<file path="config.mk">
export PLATFORM = sky130hd
export DESIGN_NAME = sync_wave_bank
export DESIGN_NICKNAME = d
export VERILOG_FILES = /design/src/rtl/swg_pkg.sv /design/src/rtl/swg_cfg_regs.sv /design/src/rtl/swg_unit.sv /design/src/rtl/sync_wave_bank.sv
export SDC_FILE = /design/constraint.sdc
export NUM_CORES = 2
export LEC_CHECK = 0
export BUFFER_PORTS_ARGS = -buffer_cell sky130_fd_sc_hd__buf_2
export CAP_MARGIN = 10
export CORE_ASPECT_RATIO = 0.5
export CORE_MARGIN = 3
export CORE_UTILIZATION = 45
export DETAILED_ROUTE_END_ITERATION = 10
export GPL_TIMING_DRIVEN = 0
export HOLD_SLACK_MARGIN = 0.1
export PLACE_DENSITY = 0.67
export SKIP_CTS_REPAIR_TIMING = 1
export SYNTH_ARGS = -nofsm -noshare
export SYNTH_HDL_FRONTEND = slang
export SYNTH_SLANG_ARGS = --single-unit
</file>
<file path="constraint.sdc">
create_clock -name clk -period 8.1 [get_ports clk]
set_input_delay 0.405 -clock clk [delete_from_list [all_inputs] [get_ports clk]]
set_output_delay 0.405 -clock clk [all_outputs]
set_load 0.005 [all_outputs]
</file>
<file path="src/rtl/swg_pkg.sv">
// Shared widths, field positions and types for the sync waveform bank.
// Assumes at most 6 generators, so that 3-bit source codes can name every one.
package swg_pkg;
    localparam int SRC_W   = 3;
    localparam int NSRC    = 1 << SRC_W;
    localparam int CNT_W   = 12;
    localparam int EDGE_W  = 10;
    localparam int REP_W   = 16;
    localparam int SEL_W   = 2;
    localparam int GIDX_W  = 3;
    localparam int ADDR_W  = GIDX_W + SEL_W;
    localparam int DATA_W  = 32;
    localparam int SRC_GEN_BASE = 2;

    // word 0 field positions
    localparam int W0_RUN_CNT = 19;
    localparam int W0_RUN_SRC = 16;
    localparam int W0_OFF_CNT = 3;
    localparam int W0_OFF_SRC = 0;
    // word 1 field positions
    localparam int W1_UP      = 0;
    localparam int W1_DOWN    = 16;
    localparam int W1_CLR     = 26;
    localparam int W1_RELOAD  = 31;

    localparam logic [ADDR_W-1:0] POL_ADDR = ADDR_W'(3);

    typedef enum logic [1:0] {
        PH_OFFS = 2'd0,
        PH_RUN  = 2'd1,
        PH_DONE = 2'd2
    } phase_e;

    typedef struct packed {
        logic [CNT_W-1:0]  run_cnt;
        logic [SRC_W-1:0]  run_src;
        logic [CNT_W-1:0]  off_cnt;
        logic [SRC_W-1:0]  off_src;
        logic [EDGE_W-1:0] up;
        logic [EDGE_W-1:0] down;
        logic [SRC_W-1:0]  clr_src;
        logic              reload;
        logic [REP_W-1:0]  rep_cnt;
    } gen_cfg_t;
endpackage

</file>
<file path="src/rtl/swg_cfg_regs.sv">
// Configuration store: per-generator timing fields and the polarity word.
// Assumes one word write per cycle; addresses naming absent generators are dropped.
module swg_cfg_regs
    import swg_pkg::*;
#(
    parameter int NGEN = 6
) (
    input  logic              clk,
    input  logic              rst_n,
    input  logic              we,
    input  logic [ADDR_W-1:0] addr,
    input  logic [DATA_W-1:0] wdata,
    output gen_cfg_t          cfg_q [NGEN],
    output logic [NGEN-1:0]   pol_q
);
    logic [GIDX_W-1:0] gidx;
    logic [SEL_W-1:0]  sel;

    assign gidx = addr[ADDR_W-1:SEL_W];
    assign sel  = addr[SEL_W-1:0];

    // Capture field writes into the addressed generator's configuration.
    always_ff @(posedge clk) begin
        for (int g = 0; g < NGEN; g++) begin
            if (!rst_n) begin
                cfg_q[g] <= '0;
            end else if (we && gidx == GIDX_W'(g)) begin
                case (sel)
                    2'd0: begin
                        cfg_q[g].run_cnt <= wdata[W0_RUN_CNT +: CNT_W];
                        cfg_q[g].run_src <= wdata[W0_RUN_SRC +: SRC_W];
                        cfg_q[g].off_cnt <= wdata[W0_OFF_CNT +: CNT_W];
                        cfg_q[g].off_src <= wdata[W0_OFF_SRC +: SRC_W];
                    end
                    2'd1: begin
                        cfg_q[g].up      <= wdata[W1_UP +: EDGE_W];
                        cfg_q[g].down    <= wdata[W1_DOWN +: EDGE_W];
                        cfg_q[g].clr_src <= wdata[W1_CLR +: SRC_W];
                        cfg_q[g].reload  <= wdata[W1_RELOAD];
                    end
                    2'd2: cfg_q[g].rep_cnt <= wdata[REP_W-1:0];
                    default: ;
                endcase
            end
        end
    end

    // Capture the polarity word.
    always_ff @(posedge clk) begin
        if (!rst_n)
            pol_q <= '0;
        else if (we && addr == POL_ADDR)
            pol_q <= wdata[NGEN-1:0];
    end
endmodule

</file>
<file path="src/rtl/swg_unit.sv">
// One counter generator: offset wait, repeated periods, clear restart and edge window.
// Assumes the event vector is already registered upstream (no combinational loops).
module swg_unit
    import swg_pkg::*;
(
    input  logic            clk,
    input  logic            rst_n,
    input  logic            en,
    input  logic [NSRC-1:0] ev,
    input  gen_cfg_t        cfg,
    output logic            strobe,
    output logic            wave_raw
);
    localparam int POS_W = CNT_W + 1;

    phase_e           phase;
    logic [CNT_W-1:0] ocnt;
    logic [CNT_W-1:0] rcnt;
    logic [REP_W-1:0] reps;
    logic             run_ev, off_ev, clr_ev, forever_run, last_rep;
    logic [POS_W-1:0] pos;

    assign run_ev      = ev[cfg.run_src];
    assign off_ev      = ev[cfg.off_src];
    assign clr_ev      = ev[cfg.clr_src];
    assign forever_run = cfg.reload || (cfg.rep_cnt == '0);
    assign last_rep    = ({1'b0, reps} + 17'd1) >= {1'b0, cfg.rep_cnt};
    assign pos         = {rcnt, 1'b0};

    // Advance the phase machine and counters on selected events.
    always_ff @(posedge clk) begin
        if (!rst_n || !en) begin
            phase  <= PH_OFFS;
            ocnt   <= '0;
            rcnt   <= '0;
            reps   <= '0;
            strobe <= 1'b0;
        end else begin
            strobe <= 1'b0;
            if (clr_ev) begin
                phase <= PH_OFFS;
                ocnt  <= '0;
                rcnt  <= '0;
                reps  <= '0;
            end else begin
                case (phase)
                    PH_OFFS: begin
                        if (ocnt == cfg.off_cnt) begin
                            phase <= PH_RUN;
                            rcnt  <= '0;
                        end else if (off_ev) begin
                            ocnt <= ocnt + 1'b1;
                        end
                    end
                    PH_RUN: begin
                        if (run_ev) begin
                            if (rcnt == cfg.run_cnt) begin
                                rcnt   <= '0;
                                strobe <= 1'b1;
                                if (!forever_run && last_rep)
                                    phase <= PH_DONE;
                                else
                                    reps <= reps + 1'b1;
                            end else begin
                                rcnt <= rcnt + 1'b1;
                            end
                        end
                    end
                    default: ;
                endcase
            end
        end
    end

    // Edge window on the half-unit position.
    always_comb begin
        wave_raw = (phase == PH_RUN)
                && (pos >= POS_W'(cfg.up))
                && (pos <  POS_W'(cfg.down));
    end
endmodule

</file>
<file path="src/rtl/sync_wave_bank.sv">
// Bank of chained sync waveform generators with a shared register file.
// Assumes NGEN <= 6; generator strobes are fed back one cycle late as event sources.
module sync_wave_bank
    import swg_pkg::*;
#(
    parameter int NGEN = 6
) (
    input  logic              clk,
    input  logic              rst_n,
    input  logic              run_en,
    input  logic              pix_tick,
    input  logic              cfg_we,
    input  logic [ADDR_W-1:0] cfg_addr,
    input  logic [DATA_W-1:0] cfg_wdata,
    output logic [NGEN-1:0]   wave_o,
    output logic [NGEN-1:0]   strobe_o
);
    gen_cfg_t        cfg_q [NGEN];
    logic [NGEN-1:0] pol_q;
    logic [NGEN-1:0] strobe_q;
    logic [NGEN-1:0] wave_raw;
    logic [NSRC-1:0] ev;

    swg_cfg_regs #(.NGEN(NGEN)) u_regs (
        .clk   (clk),
        .rst_n (rst_n),
        .we    (cfg_we),
        .addr  (cfg_addr),
        .wdata (cfg_wdata),
        .cfg_q (cfg_q),
        .pol_q (pol_q)
    );

    // Event vector: none, pixel tick, then each generator's previous strobe.
    assign ev[0] = 1'b0;
    assign ev[1] = pix_tick;
    for (genvar k = SRC_GEN_BASE; k < NSRC; k++) begin : g_ev
        if (k - SRC_GEN_BASE < NGEN) begin : g_live
            assign ev[k] = strobe_q[k-SRC_GEN_BASE];
        end else begin : g_absent
            assign ev[k] = 1'b0;
        end
    end

    for (genvar g = 0; g < NGEN; g++) begin : g_gen
        swg_unit u_unit (
            .clk      (clk),
            .rst_n    (rst_n),
            .en       (run_en),
            .ev       (ev),
            .cfg      (cfg_q[g]),
            .strobe   (strobe_q[g]),
            .wave_raw (wave_raw[g])
        );
    end

    assign strobe_o = strobe_q;
    assign wave_o   = wave_raw ^ pol_q;
endmodule

</file>
* Yosys cells after proc, flatten, opt, wreduce, memory -nomap -nowiden *
Index checks and enable logic that the tools add are counted.

word-level totals
  word-level logic and storage cells = 430
  flip-flop bits (word level) = 684
  bits of input ports = 42
  output and inout bits = 12

cells by class
  mux-type cells = 96
  add/subtract/negate cells = 24
  $lt $le $gt $ge = 36
  reductions and logical operators = 114
  eq/ne operators = 50
  bitwise logic cells = 25

operators with widths
  kind                     number
  $mux W12                 18
  $add A12 B1 Y12 const B  12
  $eq A12 B12 Y1           12
  $pmux W12 S2             6
  $add A16 B1 Y17 const B  6
  $ge A17 B16 Y1           6
  $add A16 B1 Y16 const B  6
  $logic_not A16 Y1        6
  $ge A13 B10 Y1           6
  $lt A13 B10 Y1           6
  $lt A3 B4 Y1 const B     18
  $bmux W1 S3              18
  $mux W2                  24
  $ne A2 B1 Y1 const B     24
  $reduce_and A2 Y1        18
  $reduce_and A3 Y1        12
  $reduce_and A5 Y1        6
  $logic_and A1 B1 Y1      25
  $mux W1                  24
  $not A1 Y1               24
  $pmux W2 S2              6
  $reduce_and A4 Y1        6
  $reduce_or A4 Y1         6
  $eq A2 B1 Y1 const B     7
  12 further kinds         43

* Longest topological paths before layout *
  depth in word-level cells = 8
  depth in mapped cells = 17
  mapped depth without buffers = 15

* Modules after synthesis *
A second synthesis with hierarchy kept.

unflattened totals
  cell total of the unflattened synthesis = 4055
  area total of the unflattened synthesis = 37134.4 µm²

by module, submodules not included
  module                          area an instance (µm²)  times used  seq. area each (µm²)  cells an instance
  swg_cfg_regs                    15351.0                 1           8528.2                1460
  swg_unit (g_gen[1].u_unit ...)  3627.2                  3           860.8                 432
  swg_unit (g_gen[5].u_unit)      3711.1                  1           860.8                 444
  swg_unit (g_gen[0].u_unit)      3623.5                  1           860.8                 430
  swg_unit (g_gen[3].u_unit)      3510.9                  1           860.8                 418
  sync_wave_bank                  56.3                    1           0.0                   7

* Worst setup path after synthesis *
Ideal clock, no wire load.

  path kind = register to register
  start point = register g_gen[0].u_unit.reps[0]
  end point = register g_gen[0].u_unit.reps[1]
  library setup time = 128 ps
  setup slack = 4256 ps
  stages on the path, launching flop included = 17
  arrival = 3716 ps
  path through = dfxtp_1 -> ha_1 -> nand3_1 -> nor3_1 -> and3_1 -> and3_1 -> nand3_1 -> xnor2_1 -> ha_1 -> and4_1 -> nand3_1 -> o311a_1 -> o21ai_1 -> clkbuf_1 -> clkbuf_1 -> mux2i_1 -> nor2_1

on the way
  cells in the longest elaborated chain, start to end = 5
  elaborated cells on any way between the ends = 6
  those cells by class = add/sub: 2; order compare: 1; bitwise: 1; reduce/logical: 2

ends and longest elaborated chain
  element                             line            source
  from (decl)                         swg_unit.sv:19  logic [REP_W-1:0] reps;
  from (signal assigned)              swg_unit.sv:63  reps <= reps + 1'b1;
  $add A16 B1 Y17                     swg_unit.sv:27  assign last_rep = ({1'b0, reps} + 17'd1) >= {1'b0, cfg.rep_cnt};
  $ge A17 B16 Y1                      swg_unit.sv:27
  $logic_and A1 B1 Y1                 swg_unit.sv:60  if (!forever_run && last_rep)
  $not A1 Y1 (no source line)         -
  $reduce_and A4 Y1 (no source line)  -

Several ways; a longest one is shown, not always the timed one.
A chain may end at the register's enable or synchronous reset.

* Worst setup path in the final report *
Ends and elaborated chain as after synthesis.

==> impl_metrics.json <==
{
  "crit_path_max_incr_delay_ns": 0.50,
  "dp_slack_ns": 3.46,
  "status": "finished clean",
  "synth_seq_area_share_pct": 37.5,
  "sw_frac_of_total_pct": 24.2,
  "cts.reportedPaths.clkPinSlew_ns": 0.06,
  "syn_inst": 4471,
  "fin_worst_skew_ns": 0.0265,
  "worstSetupPathType": "reg2reg",
  "rows": 73,
  "worst-endpoint-arrival_ns": 5.13,
  "die_width_um": 409,
  "setup_viol_count_final": 0,
  "drive_gt1_share_pct": 5.08,
  "drc_errors": 0,
  "cts_buffer_depth": 3,
  "coreArea_um2": 79800,
  "routabilityCongestion": 0.899,
  "initial_utilization_pct": 45.7,
  "dr.pass1.iters": 6,
  "cp_common_cell": "nand3_1",
  "die_h_um": 207,
  "antenna_left": 0,
  "maxCapViolations": 0,
  "slowest_stage": "nor3_1",
  "cts_buffers": 69,
  "finalMaxSlewViolations": 0,
  "io_pins": 54,
  "p_leak_nw": 14.3,
  "dp.cells": 5603,
  "num-nets-final": 4861,
  "power_frac_comb_pct": 5.7,
  "vias": 32000,
  "seqPwrFrac_pct": 47.2,
  "cp-end-kind": "register",
  "track_usage_pct": 25.0,
  "synth.distinct_cells": 74,
  "p_sw_mw": 1.74,
  "min_period_ns": 4.63,
  "cts_root_buf": "clkbuf_16",
  "drt-total-wl_mm": 109,
  "synthFlopType": "dfxtp_1",
  "p_int_mw": 5.46,
  "async_flop_share_pct": 0,
  "clockPowerShare_pct": 47.1,
  "layout_commonest_cell": "nand2_1",
  "dieArea_um2": 84700,
  "vdd_drop_max_uv": 142,
  "period_share_pct": 57.2,
  "mostFrequentLayoutCells": "nand2_1, dfxtp_1, a21boi_0",
  "worst-path-max-fanout": 10,
  "final_core_util_pct": 50.8,
  "crit_required_ns": 8.60,
  "routed_via_density": 5.58,
  "power_density_nw_per_um2": 178,
  "synth_seq_cells": 684,
  "layout_setup_ws_ns": 3.47,
  "path_cells": "ha_1, nand3_1, nor3_1, and3_1, and3_1, nand3_1, xnor2_1, ha_1, and4_1, nand3_1, o311a_1, o21ai_1, clkbuf_1, clkbuf_1, mux2i_1, nor2_1",
  "cts.sink_count": 684,
  "instances_no_fill": 5739,
  "synthesis.area_um2": 36500,
  "hp-class": "in2reg",
  "clkLatencyLatePin_ns": 0.64,
  "tightest_slew_ns": 1.33,
  "grt_max_degree": 16,
  "antenna_found_initial": 5,
  "reg2reg_setup_slack_ns": 3.47,
  "worst_slew_margin_rel_pct": 11.3,
  "port_buffers": 42,
  "syn_to_final_growth_pct": 11.2,
  "syn_area_per_cell_um2": 8.16,
  "grt_setup_unrepaired": "false",
  "worstSetupStartpointType": "register",
  "finalHoldViolations": 0,
  "synth_edf_count": 0,
  "grt.overflow.total": 0,
  "grt_pass1_vias": 30400,
  "grt_pass1_wl_mm": 169,
  "wl_per_cell_um": 19.0,
  "cts_tree": "done",
  "htree_num_levels": 3,
  "drt_iter0_markers": 2719,
  "synth_nets": 4735,
  "tns_ns": 0,
  "ys_warn_count": 0,
  "hpwl_mm": 78.1,
  "max_freq_mhz": 216
}
==> cells in the mapped netlist (all sizes together) (6+ instances only) <==
| cell | number | area share (%) |
|---|---|---|
| ha | 222 | 7.6 |
| nor3 | 41 | 0.56 |
| a41oi | 7 | 0.17 |
| mux4 | 18 | 1.1 |
| clkbuf | 235 | 2.4 |
| mux2i | 52 | 1.4 |
| a31oi | 10 | 0.17 |
| o21a | 28 | 0.58 |
| nand2b | 15 | 0.26 |
| and2 | 10 | 0.17 |
| dfxtp | 684 | 38 |
| xnor2 | 182 | 4.4 |
| a21o | 22 | 0.45 |
| nor2b | 37 | 0.63 |
| nand2 | 998 | 10 |
| nand3 | 113 | 1.6 |
| a211o | 10 | 0.24 |
| nor3b | 6 | 0.12 |
| buf | 23 | 0.40 |
| a21oi | 123 | 1.7 |
| nor2 | 256 | 2.6 |
| nand4 | 79 | 1.4 |
| a21boi | 421 | 8.7 |
| o21ai | 86 | 1.2 |
| or3 | 49 | 0.85 |
| or2 | 19 | 0.33 |
| and3 | 57 | 0.98 |
| a211oi | 20 | 0.41 |
| o211ai | 27 | 0.56 |
| mux2 | 8 | 0.25 |
| xor2 | 182 | 4.4 |
| a2111oi | 6 | 0.14 |
| nor4 | 62 | 1.1 |
| o31ai | 35 | 0.72 |
| or4 | 43 | 0.90 |
| inv | 232 | 2.4 |
==> state kept, by name, indices dropped and copies added, names as in the netlist <==
name,cells
u_regs.pol_q,6
g_gen.u_unit.strobe,6
g_gen.u_unit.rcnt,72
g_gen.u_unit.ocnt,72
g_gen.u_unit.reps,96
u_regs.cfg_q,420
g_gen.u_unit.phase,12
==> layout make-up <==
class | instances | area, um2
Fill cell | 7570 | 39300
Sequential cell | 684 | 13700
Antenna cell | 2 | 5.00
Inverter | 232 | 871
Timing Repair Buffer | 55 | 363
Multi-Input combinational cell | 3296 | 20900
Clock inverter | 31 | 397
Clock buffer | 93 | 1950
Buffer | 259 | 1040
Tap cell | 1087 | 1360
==> worst max-delay path, delay by kind of cell (launching register included) <==
| family | cells | cell delay [ns] |
|---|---|---|
| AO/OA/AOI/OAI | 2 | 0.71 |
| XOR/XNOR | 1 | 0.16 |
| AND/OR/NAND/NOR | 8 | 1.69 |
| buffers and inverters | 2 | 0.75 |
| flip-flops | 1 | 0.40 |
| multiplexers | 1 | 0.25 |
| adder cells (fa/ha/maj) | 2 | 0.53 |
==> final timing paths <==
| path | start | end | cells after the start |
|---|---|---|---|
| max | g_gen[0].u_unit.reps[0]$_SDFFE_PP0P_ | g_gen[0].u_unit.reps[1]$_SDFFE_PP0P_ | 16 |
| min | cfg_wdata[16] | u_regs.cfg_q[195]$_SDFFE_PN0P_ | 3 |
| max reg2reg | g_gen[0].u_unit.reps[0]$_SDFFE_PP0P_ | g_gen[0].u_unit.reps[1]$_SDFFE_PP0P_ | 16 |
| min reg2reg | u_regs.cfg_q[305]$_SDFFE_PN0P_ | u_regs.cfg_q[305]$_SDFFE_PN0P_ | 2 |
==> cell families after synthesis <==
group	synth area share (%)
DFF	37.5
xor gates and xnor gates	8.74
adders and majority gates	7.62
and+or+nand+nor	22.3
muxes	2.79
buffers and inverters	5.24
AOI/OAI and AO/OA	15.8
==> metrics by stage <==
| stage | hold WS [ns] | area, um2 | power (mW) |
|---|---|---|---|
| after floorplan | 0.443 | 36500 | 3.70 |
| after global placement | 0.451 | 38000 | 3.87 |
| after detailed placement | 0.458 | 38100 | 3.87 |
| after CTS | 0.0494 | 40400 | 7.22 |
| after global routing | 0.101 | 40500 | 7.39 |
| final | 0.0785 | 40500 | 7.20 |
==> routing by layer <==
metal	routed length, um	vias to the layer above	track usage, %
met5	0	-	0
met4	3820	0	8.91
met3	7590	212	3.32
met2	48800	982	40.2
met1	49100	15400	34.3
li1	-	15400	-
==> power by group through the flow <==
stage	sequential, mW	clock [mW]	combinational (mW)
floorplan	3.47	0	0.229
global placement	3.48	0	0.389
detailed placement	3.48	0	0.397
CTS	3.40	3.42	0.399
global route	3.40	3.55	0.437
finish	3.40	3.39	0.412
(Power assumes the default switching activity.)
